===== src/rtl/inport_cos_pkg.sv =====
package inport_cos_pkg;
    typedef enum logic [1:0] {
        F_LOW       = 2'd0,
        F_RISE_PEND = 2'd1,
        F_HIGH      = 2'd2,
        F_FALL_PEND = 2'd3
    } filt_state_e;
endpackage


===== src/rtl/inport_sync2.sv =====
module inport_sync2 #(
    parameter int W = 7
) (
    input  logic         clk,
    input  logic         rst_n,
    input  logic [W-1:0] d_in,
    output logic [W-1:0] d_out
);
    logic [W-1:0] meta_q;
    logic [W-1:0] sync_q;

    always_ff @(posedge clk or negedge rst_n) begin
        if (!rst_n) begin
            meta_q <= '1;
            sync_q <= '1;
        end else begin
            meta_q <= d_in;
            sync_q <= meta_q;
        end
    end

    assign d_out = sync_q;
endmodule


===== src/rtl/inport_cos_filter.sv =====
module inport_cos_filter
    import inport_cos_pkg::*;
#(
    parameter logic RST_LVL = 1'b1
) (
    input  logic clk,
    input  logic rst_n,
    input  logic stb,
    input  logic din,
    output logic lvl,
    output logic evt
);
    filt_state_e state_q, state_d;

    // State register
    always_ff @(posedge clk or negedge rst_n) begin
        if (!rst_n) state_q <= RST_LVL ? F_HIGH : F_LOW;
        else        state_q <= state_d;
    end

    // Next-state logic
    always_comb begin
        state_d = state_q;
        unique case (state_q)
            F_LOW:       if (stb && din)  state_d = F_RISE_PEND;
            F_RISE_PEND: if (stb)         state_d = din ? F_HIGH : F_LOW;
            F_HIGH:      if (stb && !din) state_d = F_FALL_PEND;
            F_FALL_PEND: if (stb)         state_d = din ? F_HIGH : F_LOW;
            default:                      state_d = F_HIGH;
        endcase
    end

    // Outputs
    always_comb begin
        lvl = 1'b0;
        evt = 1'b0;
        unique case (state_q)
            F_LOW:       lvl = 1'b0;
            F_RISE_PEND: begin lvl = 1'b0; evt = stb && din;  end
            F_HIGH:      lvl = 1'b1;
            F_FALL_PEND: begin lvl = 1'b1; evt = stb && !din; end
            default:     lvl = 1'b1;
        endcase
    end

    AST_LVL_ONLY_ON_STB: assert property (@(posedge clk) disable iff (!rst_n)
        !stb |=> $stable(lvl));
    AST_EVT_FLIPS_LVL: assert property (@(posedge clk) disable iff (!rst_n)
        evt |=> (lvl != $past(lvl)));
endmodule


===== src/rtl/inport_cos_flags.sv =====
module inport_cos_flags #(
    parameter int N = 4
) (
    input  logic         clk,
    input  logic         rst_n,
    input  logic [N-1:0] evt,
    input  logic         rd,
    input  logic [N-1:0] en,
    output logic [N-1:0] flag,
    output logic         irq
);
    logic [N-1:0] flag_q;

    always_ff @(posedge clk or negedge rst_n) begin
        if (!rst_n) flag_q <= '0;
        else        flag_q <= (flag_q & {N{!rd}}) | evt;
    end

    assign flag = flag_q;
    assign irq  = |(flag_q & en);

    for (genvar i = 0; i < N; i++) begin : g_chk
        AST_EVT_SURVIVES_READ: assert property (@(posedge clk) disable iff (!rst_n)
            (evt[i] && rd) |=> flag_q[i]);
        AST_READ_CLEARS: assert property (@(posedge clk) disable iff (!rst_n)
            (rd && !evt[i]) |=> !flag_q[i]);
    end
endmodule


===== src/rtl/inport_cos_top.sv =====
module inport_cos_top #(
    parameter int N_PINS = 7,
    parameter int N_DET  = 4
) (
    input  logic              clk,
    input  logic              rst_n,
    input  logic [6:0]        pin_in,
    input  logic              sample_stb,
    input  logic              rd_chg,
    input  logic [3:0]        irq_en,
    output logic [7:0]        port_data,
    output logic [7:0]        chg_data,
    output logic              irq
);
    localparam int PORT_W = N_PINS + 1;
    localparam int CHG_W  = 2 * N_DET;

    logic [N_PINS-1:0] pin_s;
    logic [N_DET-1:0]  lvl;
    logic [N_DET-1:0]  evt;
    logic [N_DET-1:0]  flag;

    inport_sync2 #(.W(N_PINS)) i_sync (
        .clk   (clk),
        .rst_n (rst_n),
        .d_in  (pin_in),
        .d_out (pin_s)
    );

    for (genvar i = 0; i < N_DET; i++) begin : g_det
        inport_cos_filter #(.RST_LVL(1'b1)) i_filt (
            .clk   (clk),
            .rst_n (rst_n),
            .stb   (sample_stb),
            .din   (pin_s[i]),
            .lvl   (lvl[i]),
            .evt   (evt[i])
        );
    end

    inport_cos_flags #(.N(N_DET)) i_flags (
        .clk   (clk),
        .rst_n (rst_n),
        .evt   (evt),
        .rd    (rd_chg),
        .en    (irq_en),
        .flag  (flag),
        .irq   (irq)
    );

    assign port_data = PORT_W'({1'b1, pin_s});
    assign chg_data  = CHG_W'({lvl, flag});

    AST_FLAG_NEEDS_STB: assert property (@(posedge clk) disable iff (!rst_n)
        (!sample_stb && !rd_chg) |=> $stable(chg_data));
endmodule


===== config.mk =====
export PLATFORM = sky130hd
export DESIGN_NAME = inport_cos_top
export DESIGN_NICKNAME = d
export VERILOG_FILES = /design/src/rtl/inport_cos_pkg.sv /design/src/rtl/inport_sync2.sv /design/src/rtl/inport_cos_filter.sv /design/src/rtl/inport_cos_flags.sv /design/src/rtl/inport_cos_top.sv
export SDC_FILE = /design/constraint.sdc
export NUM_CORES = 1
export LEC_CHECK = 0
export BUFFER_PORTS_ARGS = -buffer_cell sky130_fd_sc_hd__buf_2
export CAP_MARGIN = 20
export CELL_PAD_IN_SITES_DETAIL_PLACEMENT = 0
export CELL_PAD_IN_SITES_GLOBAL_PLACEMENT = 2
export CORE_MARGIN = 2
export CORE_UTILIZATION = 34
export DETAILED_ROUTE_END_ITERATION = 7
export PLACE_DENSITY = 0.78
export SLEW_MARGIN = 15
export SYNTH_ARGS = -nofsm -noshare
export SYNTH_HDL_FRONTEND = slang
export SYNTH_SLANG_ARGS = --single-unit

===== constraint.sdc =====
create_clock -name clk -period 2.6 [get_ports clk]
set_input_delay 0.52 -clock clk [delete_from_list [all_inputs] [get_ports clk]]
set_output_delay 0.52 -clock clk [all_outputs]
set_load 0.02 [all_outputs]

==> summary.md <==
| Metric | Value |
|---|---|
| Io pins | `32` |
| Via density | `4.38` |
| Initial antenna violation count | `0` |
| Register area share after synthesis | `0.661` |
| Post-route setup TNS | `0 ns` |
| Lkg Pwr | `0.000541 uW` |
| Top cells by count, synth | `18 x dfstp_2, 10 x buf_4, 8 x dfrtp_1, 6 x nand2b_1` |
| Port Buffers | `30` |
| CTS tree | `done` |
| Layout fillers | `272` |
| Clock power frac | `0.166` |
| Final HPWL DP | `1.08 mm` |
| Layout area overhead | `13.3%` |
| Setup violators final | `0` |
| Max-cap viol count | `0` |
| Crit-path cells | `a22oi_1, nand2_1, buf_2` |
| Post-CTS Setup Bufs | `0` |
| Top Usage Layer GRT | `met2` |
| Slew @ Worst Pin | `0.548 ns` |
| Int Pwr | `801 uW` |
| CTS Buf Count | `3` |
| Min cycle time layout | `1.67 ns` |
| Count leader, synth | `dfstp_2` |
| Combinational power share | `0.318` |
| Total GRT Usage | `0.0999` |
| Final period util | `0.642` |
| Relative slew slack | `0.635` |
| Chip height | `58.7 um` |
| Area contributors post-synth | `dfstp_2 46%, dfrtp_1 20%, buf_4 7.4%, mux2_4 5.9%, nand2b_1 3.7%` |
| Clock Path Buffers | `2` |
| DP Area | `0.00112 mm2` |
| Status | `finished with violations` |
| Kind of critical path | `register to output port` |
| Synth unique cells | `15` |
| Pin count of the biggest net entering global routing | `27` |
| M1 GR Usage | `0.123` |
| Synth top area share | `0.464` |
| Die Span X | `58.7 um` |
| Syn Area/Cell | `13.4 um2` |
| Violated checks | `DRC` |
| Peak supply drop | `0.377 mV` |
| Crit path largest cell delay | `0.44 ns` |
| Detailed-route via count | `556` |
| CP Max Fanout | `3` |
| Clk_lat worst skew | `0.31 ns` |
| CTS resizes | `0` |
| Avg WL per Cell | `12.2 um` |
| Iteration-0 DRC count of the detailed router | `17` |
| First-pass GRT wire length | `2.45 mm` |
| Final Cell Area | `0.00115 mm2` |
| Overall Power | `1200 uW` |
| Root Driver | `clkbuf_4` |
| Syn Std Cell Area | `0.00102 mm2` |
| Row cnt | `19` |
| Met3 usage | `0.0527` |
| Pwr dens | `1040 mW/mm2` |
| EDFF count, synth | `0` |
| Post-layout net count | `112` |
| Antenna-violating nets left | `0` |
| Critical Path Sink Type | `output port` |
| # hold bufs at CTS | `0` |
| H-tree levels | `1` |
| Vias in the first global route | `545` |
| WP data required | `2.08 ns` |
| Die area | `0.00345 mm2` |
| Setup crit start kind | `register` |
| Fin. Hold Viols | `0` |
| GP Congestion | `0.708` |
| Overflow after GRT | `0` |
| NetSw | `395 uW` |
| Fmax | `599 MHz` |
| Post-synth ARST share | `1.00` |
| DRC viols | `3` |
| Initial Utilization | `0.363` |
| R2R Setup Slk | `1.66 ns` |
| Reg power frac | `0.516` |
| RSZ-0062 raised after global routing | `no` |
| Met2 Track Usage GR | `0.152` |
| Post-Route WL | `1.55 mm` |
| CP max-delay cell | `dfrtp_1` |
| Clock skew | `0.00186 ns` |
| Cell taking the most area after synthesis | `dfstp_2` |
| Switch share | `0.330` |
| Share of cells above drive strength 1 | `0.625` |
| Core area | `0.00281 mm2` |
| CP arrival | `1.15 ns` |
| Net count after synthesis | `91` |
| DR pass1 iterations | `6` |
| Sink Count | `26` |
| Synthesized instance count | `76` |
| Yosys reg bits | `26` |
| Dominant synthesized flop cell | `dfstp_2` |
| ANT cells | `0` |
| Reg clk slew, reported paths | `0.13 ns` |
| Hold Crit Class | `input pin to async pin` |
| Slew Viols, Final | `0` |
| Yosys warns | `0` |
-- layout by cell type, fill, tap and decap left out, drive strengths merged --
cell type,netlist,layout
buf,10,30
conb,1,1
or2b,2,2
o21ai,4,4
clkbuf,4,4
dfrtp,8,8
a22oi,2,2
xnor2,4,4
mux2,4,4
o22ai,4,4
dfstp,18,18
nand2,5,5
inv,4,4
nand2b,6,6
-- cells by family after synthesis --
| logic type | count (synthesis) | synth area share |
|---|---|---|
| AOI/OAI and AO/OA | 10 | 0.0590 |
| xor gates and xnor gates | 4 | 0.0344 |
| buffers and inverters | 18 | 0.103 |
| DFF | 26 | 0.661 |
| muxes | 4 | 0.0590 |
| other | 1 | 0.00368 |
| and+or+nand+nor | 13 | 0.0798 |
-- worst paths after layout --
check,from,to,depth (start not counted)
hold reg to reg,i_sync.meta_q[2]$_DFF_PN1_,i_sync.d_out[2]$_DFF_PN1_,0
min in group clk,pin_in[1],i_sync.meta_q[1]$_DFF_PN1_,1
max in group asynchronous,rst_n,i_sync.d_out[2]$_DFF_PN1_,1
setup reg to reg,i_sync.d_out[1]$_DFF_PN1_,i_flags.flag[1]$_DFF_PN0_,2
hold / removal,rst_n,g_det[1].i_filt.state_q[0]$_DFFE_PN0P_,1
setup / recovery,i_flags.flag[2]$_DFF_PN0_,irq,3
-- power groups by stage --
stage,Combinational [uW],Clock (uW),Sequential [uW]
after floorplan,315,0,641
after global placement,384,0,620
after detailed placement,385,0,627
after CTS,387,213,621
after global routing,416,228,635
final,380,199,617
-- through the flow --
step | hold slack, ns | util | worst slack (ns) | instances
after global routing | 0.185 | 0.411 | 0.821 | 127
after detailed placement | 0.347 | 0.398 | 1.07 | 123
final | 0.174 | 0.411 | 0.931 | 127
after global placement | 0.345 | 0.398 | 1.08 | 123
after floorplan | 0.224 | - | 1.24 | 76
after CTS | 0.181 | 0.411 | 0.900 | 127
-- metal layers --
metal / share of wire / wire length, um
met1: 0.43 / 667
met2: 0.46 / 719
met3: 0.091 / 141
met4: 0.014 / 21
met5: 0 / 0
-- worst max-delay path, delay by kind of cell, from the launching register on --
family | cells | cell delay (ns)
AO/OA/AOI/OAI | 1 | 0.18
buffers and inverters | 1 | 0.16
flip-flops | 1 | 0.44
AND/OR/NAND/NOR | 1 | 0.06
-- cell type report --
class / instances / area [um2] / area share
multi-input cells: 32 / 240 / 0.208
repair buffers: 30 / 150 / 0.130
clock buffers: 4 / 36.3 / 0.0315
inverters: 4 / 15.0 / 0.0130
well taps: 31 / 38.8 / 0.0336
flip-flops and latches: 26 / 673 / 0.584
No activity file was read; power rests on OpenSTA's default activity.
